### src/rtl/spihg_pkg.sv
package spihg_pkg;
  // Pin bundle positions inside the synchroniser vector
  localparam int PIN_SCK   = 0;
  localparam int PIN_CSN   = 1;
  localparam int PIN_HOLDN = 2;
  localparam int PIN_SI    = 3;
  localparam int PIN_W     = 4;
  // Idle levels loaded at reset: select and pause deasserted, clock and data low
  localparam logic [PIN_W-1:0] PIN_IDLE = 4'b0110;

  typedef enum logic {LINK_RUN = 1'b0, LINK_PAUSE = 1'b1} link_st_e;
endpackage

### src/rtl/spihg_sync.sv
module spihg_sync #(
  parameter int W = 4,
  parameter int STAGES = 2,
  parameter logic [W-1:0] RST_VAL = '0
) (
  input  logic         clk,
  input  logic         rst,
  input  logic [W-1:0] d,
  output logic [W-1:0] q
);
  localparam int CHAIN_W = W * STAGES;

  logic [CHAIN_W-1:0] chain;

  always_ff @(posedge clk) begin
    if (rst) begin
      chain <= {STAGES{RST_VAL}};
    end else begin
      chain <= {chain[CHAIN_W-W-1:0], d};
    end
  end

  assign q = chain[CHAIN_W-1 -: W];
endmodule

### src/rtl/spihg_hold_ctl.sv
module spihg_hold_ctl
  import spihg_pkg::*;
(
  input  logic clk,
  input  logic rst,
  input  logic cs_n_s,
  input  logic sck_s,
  input  logic hold_n_s,
  output logic in_hold,
  output logic hold_nxt,
  output logic proto_rst
);
  link_st_e st_q, st_d;
  logic     cs_n_prev;

  always_comb begin
    st_d = st_q;
    unique case (st_q)
      LINK_RUN: begin
        if (!cs_n_s && !hold_n_s && !sck_s) st_d = LINK_PAUSE;
      end
      LINK_PAUSE: begin
        if (cs_n_s)                    st_d = LINK_RUN;
        else if (hold_n_s && !sck_s)   st_d = LINK_RUN;
      end
      default: st_d = LINK_RUN;
    endcase
  end

  always_ff @(posedge clk) begin
    if (rst) begin
      st_q      <= LINK_RUN;
      cs_n_prev <= 1'b1;
      proto_rst <= 1'b0;
    end else begin
      st_q      <= st_d;
      cs_n_prev <= cs_n_s;
      proto_rst <= (st_q == LINK_PAUSE) && cs_n_s && !cs_n_prev;
    end
  end

  assign in_hold  = (st_q == LINK_PAUSE);
  assign hold_nxt = (st_d == LINK_PAUSE);

  AST_ENTER_QUALIFIED: assert property (@(posedge clk) disable iff (rst)
    $rose(in_hold) |-> $past(!cs_n_s && !sck_s && !hold_n_s));
  AST_EXIT_QUALIFIED: assert property (@(posedge clk) disable iff (rst)
    $fell(in_hold) |-> $past(cs_n_s || (hold_n_s && !sck_s)));
  AST_PAUSE_NEEDS_SELECT: assert property (@(posedge clk) disable iff (rst)
    in_hold |-> $past(!cs_n_s));
  AST_RESET_SINGLE: assert property (@(posedge clk) disable iff (rst)
    proto_rst |=> !proto_rst);
  AST_RESET_ENDS_PAUSE: assert property (@(posedge clk) disable iff (rst)
    proto_rst |-> !in_hold);
endmodule

### src/rtl/spihg_edge_gate.sv
module spihg_edge_gate (
  input  logic clk,
  input  logic rst,
  input  logic sck_s,
  input  logic si_s,
  input  logic cs_n_s,
  input  logic hold_i,
  input  logic hold_nxt,
  input  logic so_oe_req,
  output logic rise_o,
  output logic fall_o,
  output logic bit_o,
  output logic so_oe_o
);
  logic sck_prev;
  logic pass;
  logic rise_raw;
  logic fall_raw;

  assign pass     = !cs_n_s && !hold_i;
  assign rise_raw = sck_s && !sck_prev;
  assign fall_raw = !sck_s && sck_prev;

  always_ff @(posedge clk) begin
    if (rst) begin
      sck_prev <= 1'b0;
      rise_o   <= 1'b0;
      fall_o   <= 1'b0;
      bit_o    <= 1'b0;
      so_oe_o  <= 1'b0;
    end else begin
      sck_prev <= sck_s;
      rise_o   <= pass && rise_raw;
      fall_o   <= pass && fall_raw;
      if (pass && rise_raw) bit_o <= si_s;
      so_oe_o  <= so_oe_req && !cs_n_s && !hold_nxt;
    end
  end

  AST_RISE_OUTSIDE_PAUSE: assert property (@(posedge clk) disable iff (rst)
    rise_o |-> $past(!hold_i));
  AST_FALL_OUTSIDE_PAUSE: assert property (@(posedge clk) disable iff (rst)
    fall_o |-> $past(!hold_i));
  AST_EDGE_EXCLUSIVE: assert property (@(posedge clk) disable iff (rst)
    !(rise_o && fall_o));
  AST_OE_OFF_IN_PAUSE: assert property (@(posedge clk) disable iff (rst)
    hold_i |-> !so_oe_o);
endmodule

### src/rtl/spi_hold_gate.sv
module spi_hold_gate #(
  parameter int SYNC_STAGES = 2
) (
  input  logic clk,
  input  logic rst,
  input  logic cs_n_pin,
  input  logic sck_pin,
  input  logic hold_n_pin,
  input  logic si_pin,
  input  logic so_oe_req,
  output logic sck_rise,
  output logic sck_fall,
  output logic si_bit,
  output logic so_oe,
  output logic proto_rst,
  output logic hold_active
);
  import spihg_pkg::*;

  logic [PIN_W-1:0] pins_raw;
  logic [PIN_W-1:0] pins_s;
  logic             in_hold;
  logic             hold_nxt;

  always_comb begin
    pins_raw            = '0;
    pins_raw[PIN_SCK]   = sck_pin;
    pins_raw[PIN_CSN]   = cs_n_pin;
    pins_raw[PIN_HOLDN] = hold_n_pin;
    pins_raw[PIN_SI]    = si_pin;
  end

  spihg_sync #(
    .W       (PIN_W),
    .STAGES  (SYNC_STAGES),
    .RST_VAL (PIN_IDLE)
  ) u_sync (
    .clk (clk),
    .rst (rst),
    .d   (pins_raw),
    .q   (pins_s)
  );

  spihg_hold_ctl u_ctl (
    .clk       (clk),
    .rst       (rst),
    .cs_n_s    (pins_s[PIN_CSN]),
    .sck_s     (pins_s[PIN_SCK]),
    .hold_n_s  (pins_s[PIN_HOLDN]),
    .in_hold   (in_hold),
    .hold_nxt  (hold_nxt),
    .proto_rst (proto_rst)
  );

  spihg_edge_gate u_gate (
    .clk       (clk),
    .rst       (rst),
    .sck_s     (pins_s[PIN_SCK]),
    .si_s      (pins_s[PIN_SI]),
    .cs_n_s    (pins_s[PIN_CSN]),
    .hold_i    (in_hold),
    .hold_nxt  (hold_nxt),
    .so_oe_req (so_oe_req),
    .rise_o    (sck_rise),
    .fall_o    (sck_fall),
    .bit_o     (si_bit),
    .so_oe_o   (so_oe)
  );

  assign hold_active = in_hold;

  AST_NO_DRIVE_WHILE_PAUSED: assert property (@(posedge clk) disable iff (rst)
    !(so_oe && hold_active));
endmodule

### config.mk
export PLATFORM = sky130hd
export DESIGN_NAME = spi_hold_gate
export DESIGN_NICKNAME = d
export VERILOG_FILES = /design/src/rtl/spihg_pkg.sv /design/src/rtl/spihg_sync.sv /design/src/rtl/spihg_hold_ctl.sv /design/src/rtl/spihg_edge_gate.sv /design/src/rtl/spi_hold_gate.sv
export SDC_FILE = /design/constraint.sdc
export NUM_CORES = 1
export LEC_CHECK = 0
export ABC_AREA = 1
export BUFFER_PORTS_ARGS = -buffer_cell sky130_fd_sc_hd__buf_2
export CAP_MARGIN = 0
export CORE_MARGIN = 2
export CORE_UTILIZATION = 40
export DETAILED_ROUTE_END_ITERATION = 12
export GPL_TIMING_DRIVEN = 1
export SYNTH_ARGS = -nofsm -noshare
export SYNTH_HDL_FRONTEND = slang
export SYNTH_HIERARCHICAL = 1
export SYNTH_SLANG_ARGS = --single-unit
### constraint.sdc
create_clock -name clk -period 1 [get_ports clk]
set_clock_uncertainty 0.2 [all_clocks]
set_input_delay 0.3 -clock clk [delete_from_list [all_inputs] [get_ports clk]]
set_output_delay 0.3 -clock clk [all_outputs]
set_load 0.005 [all_outputs]
==> impl_metrics.json, run 1 <==
{
  "p_leak_nw": 0.349,
  "fillers": 129,
  "drcViolationCount": 0,
  "ys_seq_elements": 16,
  "synth-seq-area-share_pct": 58.0,
  "initial_core_util_pct": 42.4,
  "seq_power_share_pct": 63.5,
  "irDropWorstVdd_v": 0.000803,
  "core_mm2": 0.00130,
  "fin_crit_sh_pct": 122,
  "drive_above_1_share_pct": 45.6,
  "io_pins": 13,
  "p_switching_uw": 223,
  "globalplace.congestion": 0.639,
  "setup_viol": 8,
  "worst-setup-path-type": "register to primary output",
  "slew_viol_final": 0,
  "syn_avg_cell_area_um2": 8.36,
  "violations": "negative hold slack, negative setup slack",
  "grt_use_total_pct": 11.5,
  "viasPerCell": 4.17,
  "hold_class": "primary input to register",
  "crit_required_ps": 500,
  "final-hold-violation-count": 2,
  "port-buffer-count": 12,
  "cts_made_buffers": 3,
  "antenna_found_initial": 0,
  "clock_power_share_pct": 30.6,
  "cts_max_level": 1,
  "grt_overflow_total": 0,
  "seq_area_um2": 330,
  "max_stage_delay_ps": 330,
  "n_antenna_cell": 0,
  "synth_fp_nets": 73,
  "fmax_mhz": 819,
  "min_period_ps": 1220,
  "cap_viol_max_count": 0,
  "fin_tns_setup_ps": -1270,
  "clk_pin_slew_ps": 80,
  "hpwl_um": 525,
  "drt_iter0_drc": 0,
  "slew_headroom_pct": 85.8,
  "status": "finished with violations",
  "root_buffer": "clkbuf_4",
  "tritoncts": "built",
  "critPathBufInv": 1,
  "design_area_um2": 682,
  "switching_share_pct": 21.3,
  "setup_slack_ps": -222,
  "cellPowerDensity_mw_per_mm2": 1530,
  "p_int_uw": 822,
  "wl_per_cell_um": 7.96,
  "yosys_warnings": 6,
  "die_y_um": 41.1,
  "core.rowCount": 13,
  "crit_chain": "buf_2",
  "hold_slack_ps": -5.73,
  "synth_cells": 66,
  "grt_pass1_vias": 313,
  "cp.arrival_ps": 720,
  "die_x_um": 41.1,
  "drt_wl_total_um": 748,
  "tightest_slew_ps": 214,
  "syn_to_final_growth_pct": 23.6,
  "multiInputGateArea_um2": 151,
  "synth_cell_types": 13,
  "grt_pass1_wl_um": 1170,
  "rsz0062_at_grt": "true",
  "combPwrFrac_pct": 5.9,
  "syn_area_um2": 552,
  "cts_sinks": 16,
  "worstSetupStartpointType": "register",
  "fin_util_pct": 52.4,
  "die_area_mm2": 0.00169,
  "vias": 392,
  "critPathCaptureType": "primary output",
  "slowest_stage": "dfxtp_2",
  "ant_nets": 0,
  "fin_total_pwr_mw": 1.05,
  "postPlaceCellArea_um2": 611,
  "grt_max_degree": 13,
  "pre_cts_ws_ps": -41.4,
  "clock_latency_ps": 270,
  "layout.nets": 88,
  "crit_family": "flip-flops",
  "drtPass1Iterations": 1,
  "cts_max_path_buffers": 2,
  "cp_max_fo": 2
}
==> placed cells by master (no fill, tap or decap), types with 2 or more instances in the layout <==
cell type and n:
buf_2 10, buf_6 3, clkbuf_4 3, dfxtp_1 10, dfxtp_2 5, inv_1 13
inv_2 5, nand2_1 8, nand2_2 2, nand3_1 2, nor2_1 7, nor2_2 2
==> stage by stage <==
stage / cells / hold WS, ps
3_3_place_gp: 90 / 185
3_5_place_dp: 90 / 186
2_1_floorplan: 66 / 167
4_1_cts: 94 / -19.2
5_1_grt: 94 / -3.49
6_report: 94 / -5.73
==> metal layers <==
metal / vias to the layer above / share of wire [%] / track usage, %
met5: - / 0 / 0
met4: 0 / 1.3 / 12.1
met3: 2 / 7.1 / 3.26
met1: 167 / 45 / 11.1
li1: 211 / - / -
met2: 12 / 47 / 18.8
==> tightest hold or removal path, cell delays in order <==
cell	delay (ps)
buf_2	70
inv_1	30
nand2_1	40
==> cells in the mapped netlist (all sizes together) <==
cell type | n | share of area [%]
a21oi | 1 | 0.91
buf | 4 | 5.4
dfxtp | 16 | 58
inv | 18 | 12
nand2 | 10 | 6.8
nand3 | 3 | 3.6
nor2 | 10 | 7.7
nor3 | 2 | 1.8
nor4 | 1 | 2.3
or2 | 1 | 1.1
==> final cells by class <==
type | count | area share, %
clock buffers | 3 | 3.30
inverters | 18 | 9.91
multi-input cells | 28 | 22.2
flip-flops and latches | 16 | 48.4
well taps | 15 | 2.75
repair buffers | 14 | 13.4
==> power by group through the flow <==
stage          Clock, mW  Combinational (mW)  Sequential, mW
2_1_floorplan          0              0.0412           0.676
3_5_place_dp           0              0.0571           0.679
5_1_grt            0.362              0.0711           0.666
3_3_place_gp           0              0.0562           0.679
6_report           0.320              0.0615           0.664
4_1_cts            0.342              0.0595           0.665
==> path summary, 6_finish.rpt <==
kind | startpoint | end | slack, ps | cells after the start
min | hold_n_pin | u_sync/chain[2] | -6 | 3
max | u_ctl/in_hold | hold_active | -220 | 1
min reg2reg | u_ctl/cs_n_prev | u_ctl/proto_rst | 190 | 1
max reg2reg | u_ctl/in_hold | u_gate/so_oe_o | -50 | 6
==> timing repair <==
action                                  4_1_cts  5_1_grt
gates resized for setup                       3       14
buffers inserted                              1        0
gates cloned                                  0        0
hold endpoints to repair                      2        1
pin swaps                                     2        1
endpoints found under the setup margin        8       11
==> logic make-up after synthesis <==
group | Yosys count | synth area share (%)
buffers and inverters | 22 | 17.7
flip-flops | 16 | 58.1
AND/OR/NAND/NOR | 27 | 23.4
AO/OA/AOI/OAI | 1 | 0.906
==> sequential cells by signal, summed over array words and instances (netlist names) <==
name,flops
u_ctl/cs_n_prev,1
u_ctl/in_hold,1
u_ctl/proto_rst,1
u_gate/bit_o,1
u_gate/fall_o,1
u_gate/rise_o,1
u_gate/sck_prev,1
u_gate/so_oe_o,1
u_sync/chain,8
No activity file was read; power rests on OpenSTA's default activity.
==> run 2, diff against run 1 <==
Settings changed: TNS_END_PERCENT from default to 5.
==> run 2 against run 1 <==
Compared with the run above:
- the flow still finishes with violations (negative hold slack, negative setup slack)
- design area shrank 0.37%
- global-route usage grew 1.1 points
- setup slack lost 0.50 ps
- die area is the same
- sequential share of layout area shrank 0.37 points
- count of clock-buffer cells in the layout grew 1
- wire length grew 2.3%
- register-to-register slack is essentially flat
- first-iteration DRC count grew 3
- clock power grew 28%
- worst hold slack lost 5.2 ps
- non-clock buffer count is the same
==> impl_metrics.json, run 2 (same netlist as run 1, synthesis figures left out) <==
{
  "drcViolationCount": 0,
  "hold_slack_ps": -10.9,
  "max_stage_delay_ps": 330,
  "rr_worst_depth": 5,
  "hold_start": "cs_n_pin",
  "final_common_cell": "inv_1",
  "tightest_slew_ps": 220,
  "grt_max_degree": 13,
  "n_antenna_cell": 0,
  "grt_pass1_wl_um": 1210,
  "reg2reg_slack_ps": -50,
  "die_x_um": 41.1,
  "die_area_mm2": 0.00169,
  "p_leak_nw": 0.353,
  "ant_nets": 0,
  "cap_viol_max_count": 0,
  "cellPowerDensity_mw_per_mm2": 1670,
  "min_path_cells": 3,
  "clk_pin_slew_ps": 90,
  "crit_chain": "buf_2",
  "critPathBufInv": 1,
  "setup_slack_ps": -222,
  "grt_use_total_pct": 12.7,
  "initial_core_util_pct": 42.4,
  "core.rowCount": 13,
  "drive_above_1_share_pct": 41.3,
  "root_buffer": "clkbuf_4",
  "violations": "negative hold slack, negative setup slack",
  "wl_per_cell_um": 8.05,
  "multiInputGateArea_um2": 149,
  "port-buffer-count": 12,
  "clock_latency_ps": 280,
  "grt_pass1_vias": 307,
  "seq_area_um2": 327,
  "slowest_stage": "dfxtp_2",
  "fin_tns_setup_ps": -1320,
  "status": "finished with violations",
  "vias": 390,
  "drt_wl_total_um": 765,
  "hold_class": "primary input to register",
  "worstHoldEndpoint": "u_sync/chain[1]",
  "fmax_mhz": 818,
  "critPathCaptureType": "primary output",
  "drt_iter0_drc": 3,
  "worstSetupStartpointType": "register",
  "r2r-end": "u_gate/bit_o",
  "fillers": 141,
  "cts_made_buffers": 3,
  "final-hold-violation-count": 2,
  "layout.nets": 88,
  "grt_overflow_total": 0,
  "syn_to_final_growth_pct": 23.1,
  "tritoncts": "built",
  "fin_crit_sh_pct": 122,
  "slew_headroom_pct": 85.3,
  "cp.arrival_ps": 720,
  "fin_total_pwr_mw": 1.14,
  "viasPerCell": 4.11,
  "slew_viol_final": 0,
  "postPlaceCellArea_um2": 608,
  "largest_register_ffs": 8,
  "cts_sinks": 16,
  "setup_viol": 9,
  "rr_startpoint": "u_ctl/in_hold",
  "rsz0062_at_grt": "true",
  "layout_common_cells": "15 x inv_1, 11 x buf_2, 11 x dfxtp_1, 9 x nand2_1, 7 x nor2_1",
  "irDropWorstVdd_v": 0.000820,
  "design_area_um2": 679,
  "min_period_ps": 1220,
  "globalplace.congestion": 0.646,
  "cp_max_fo": 2,
  "fin_util_pct": 52.2,
  "die_y_um": 41.1,
  "crit_required_ps": 500,
  "crit_family": "flip-flops",
  "core_mm2": 0.00130,
  "antenna_found_initial": 0,
  "io_pins": 13,
  "cts_max_path_buffers": 2,
  "cts_max_level": 1,
  "worst-setup-path-type": "register to primary output",
  "hpwl_um": 556,
  "regMostFlops": "u_sync/chain",
  "drtPass1Iterations": 3
}
-- run 2: cell count changes in the layout (fill, tap and decap cells not counted) --
cell,change
inv_2,-2
buf_4,+1
dfxtp_4,-1
buf_2,+1
inv_1,+2
nand2_2,-1
dfxtp_1,+1
clkbuf_8,+1
buf_6,-2
nand2_1,+1
-- run 2: final cells by class --
type,instances,area share [%]
repair buffers,14,12.0
clock buffers,4,5.34
inverters,18,9.94
well taps,15,2.76
multi-input cells,28,21.9
flip-flops and latches,16,48.1
-- run 2: power breakdown --
| group | total [mW] | switching [mW] | internal, mW |
|---|---|---|---|
| clock network | 0.411 | 0.190 | 0.222 |
| registers | 0.665 | 0.00892 | 0.656 |
| logic | 0.0601 | 0.0333 | 0.0268 |
| total | 1.14 | 0.232 | 0.905 |
-- run 2: worst max path at each step --
stage,cells past startpoint,end,from
after floorplan,5,u_gate/bit_o,u_sync/chain[5]
after detailed placement,4,u_gate/fall_o,rst
after CTS,1,hold_active,u_ctl/in_hold
after global placement,4,u_gate/fall_o,rst
final,1,hold_active,u_ctl/in_hold
after global routing,1,si_bit,u_gate/bit_o
-- run 2: worst min-delay path, delay by kind of cell --
family        cells  cell delay (ps)
buf+inv           2              100
simple gates      1               40
-- run 2: repair_timing --
action / 4_1_cts / 5_1_grt
pin swaps: 2 / 0
setup endpoints to repair: 8 / 11
endpoints found under the hold margin: 3 / 3
gates resized for setup: 4 / 7
cloned: 0 / 0
buffers inserted: 1 / 0
-- run 2: routing by layer --
metal	wire length [µm]	up-vias	GRT usage [%]
met5	0	-	0
met4	0	0	12.1
met3	50	0	8.15
met2	410	12	19.1
met1	304	165	11.1
li1	-	213	-
-- run 2: metrics by stage --
step,setup WS (ps),cells
2_1_floorplan,-1.89,66
3_3_place_gp,-28.5,90
3_5_place_dp,-41.8,90
4_1_cts,-244,95
5_1_grt,-284,95
6_report,-222,95
==> run 3, diff against run 2 <==
Settings changed: CORE_AREA from default to 2 2 39 41, CORE_MARGIN 2 to default, CORE_UTILIZATION 40 to default, DIE_AREA from default to 0 0 41 43, GPL_TIMING_DRIVEN 1 to 0, PLACE_DENSITY from default to 0.67, REMOVE_ABC_BUFFERS from default to 1.
==> run 3 against run 2 <==
Compared with the run above:
- the flow still finishes with violations (negative hold slack, negative setup slack)
- non-clock buffer count down 1
- first-iteration DRC count rose by 130%
- die area grew 4.2%
- wire length shrank 1.7%
- register-to-register slack better by 20 ps
- critical path type unchanged
- largest power group unchanged
- highest routed layer is now met4
==> impl_metrics.json, run 3 (same netlist as run 1, synthesis figures left out) <==
{
  "cp.arrival_ps": 730,
  "numPlacedInstances": 90,
  "crit_chain": "buf_2",
  "tritoncts": "built",
  "hold_class": "primary input to register",
  "violations": "negative hold slack, negative setup slack",
  "final-hold-violation-count": 2,
  "cts_made_buffers": 3,
  "met3_length_um": 49,
  "clock_latency_ps": 280,
  "slowest_stage": "dfxtp_2",
  "fmax_mhz": 816,
  "cts_sinks": 16,
  "initial_core_util_pct": 39.9,
  "cts_max_path_buffers": 2,
  "viasPerCell": 4.03,
  "grt_max_degree": 13,
  "crit_required_ps": 500,
  "vias": 383,
  "syn_to_final_growth_pct": 23.6,
  "antenna_found_initial": 0,
  "drt_wl_total_um": 752,
  "layout.nets": 87,
  "critPathCaptureType": "primary output",
  "cap_viol_max_count": 0,
  "routed.top_layer": "met4",
  "rsz0062_at_grt": "true",
  "instances_no_fill": 95,
  "crit_family": "flip-flops",
  "largest_register_ffs": 8,
  "die_y_um": 43,
  "drtPass1Iterations": 3,
  "fin_crit_sh_pct": 123,
  "core.rowCount": 14,
  "design_area_um2": 682,
  "regMostFlops": "u_sync/chain",
  "p_leak_nw": 0.349,
  "critPathBufInv": 1,
  "dr_wl_met2_um": 334,
  "setup_slack_ps": -226,
  "wl_per_cell_um": 7.92,
  "max_stage_delay_ps": 330,
  "n_antenna_cell": 0,
  "setup_viol": 8,
  "final_common_cell": "inv_1",
  "tightest_slew_ps": 260,
  "port-buffer-count": 12,
  "cellPowerDensity_mw_per_mm2": 1680,
  "cts_max_level": 1,
  "core_mm2": 0.00138,
  "grt_pass1_vias": 321,
  "irDropWorstVdd_v": 0.000693,
  "fin_util_pct": 49.3,
  "drt_iter0_drc": 7,
  "cp_max_fo": 2,
  "ant_nets": 0,
  "clk_pin_slew_ps": 90,
  "hold_slack_ps": -10.6,
  "min_period_ps": 1230,
  "fin_total_pwr_mw": 1.14,
  "slew_headroom_pct": 82.7,
  "die_area_mm2": 0.00176,
  "grt_overflow_total": 0,
  "fillers": 126,
  "root_buffer": "clkbuf_4",
  "layout_common_cells": "16 x inv_1, 10 x buf_2, 10 x nand2_1, 10 x dfxtp_1, 7 x nor2_1",
  "drcViolationCount": 0,
  "worst-setup-path-type": "register to primary output",
  "grt_pass1_wl_um": 1240,
  "status": "finished with violations",
  "grt_use_total_pct": 11.3,
  "globalplace.congestion": 0.623,
  "slew_viol_final": 0,
  "die_x_um": 41,
  "drt-met1-wl_um": 353,
  "worstSetupStartpointType": "register",
  "hpwl_um": 514,
  "io_pins": 13,
  "drive_above_1_share_pct": 39.2,
  "postPlaceCellArea_um2": 602
}
run 3: worst paths after layout:
check | from | to | slack, ps | cells after the start
worst min-delay path | cs_n_pin | u_sync/chain[1] | -10 | 3
worst min register to register | u_ctl/cs_n_prev | u_ctl/proto_rst | 180 | 1
worst max-delay path | u_ctl/in_hold | hold_active | -230 | 1
worst max register to register | u_ctl/in_hold | u_gate/so_oe_o | -30 | 6
run 3: metrics by stage:
| stage | TNS (ps) | setup WS (ps) |
|---|---|---|
| finish | -1280 | -226 |
| global route | -1660 | -259 |
| CTS | -1430 | -236 |
| detailed placement | -206 | -62.4 |
| global placement | -163 | -65.8 |
| floorplan | 0 | 37.9 |
run 3: area by class of cell:
cell class,count,area (µm²),area share (%)
flip-flops and latches,16,328,48.1
well taps,16,20.0,2.94
clock buffers,4,36.3,5.32
inverters,18,67.6,9.91
multi-input cells,28,146,21.5
repair buffers,13,83.8,12.3
run 3: layer usage:
layer | vias up | global-route usage (%)
li1 | 212 | -
met1 | 158 | 12.8
met2 | 11 | 15.3
met3 | 2 | 4.71
met4 | 0 | 10.0
met5 | - | 0
run 3: what timing repair did:
action                                  in CTS  in global routing
endpoints found under the setup margin       8                 11
endpoints found under the hold margin        3                  2
resized for setup                            4                  8
setup buffers                                1                  0
pin swaps                                    2                  0
run 3: report_power, final:
group	switching, mW	internal, mW	total, mW
logic	0.0335	0.0246	0.0580
registers	0.00834	0.656	0.665
clock network	0.199	0.221	0.420
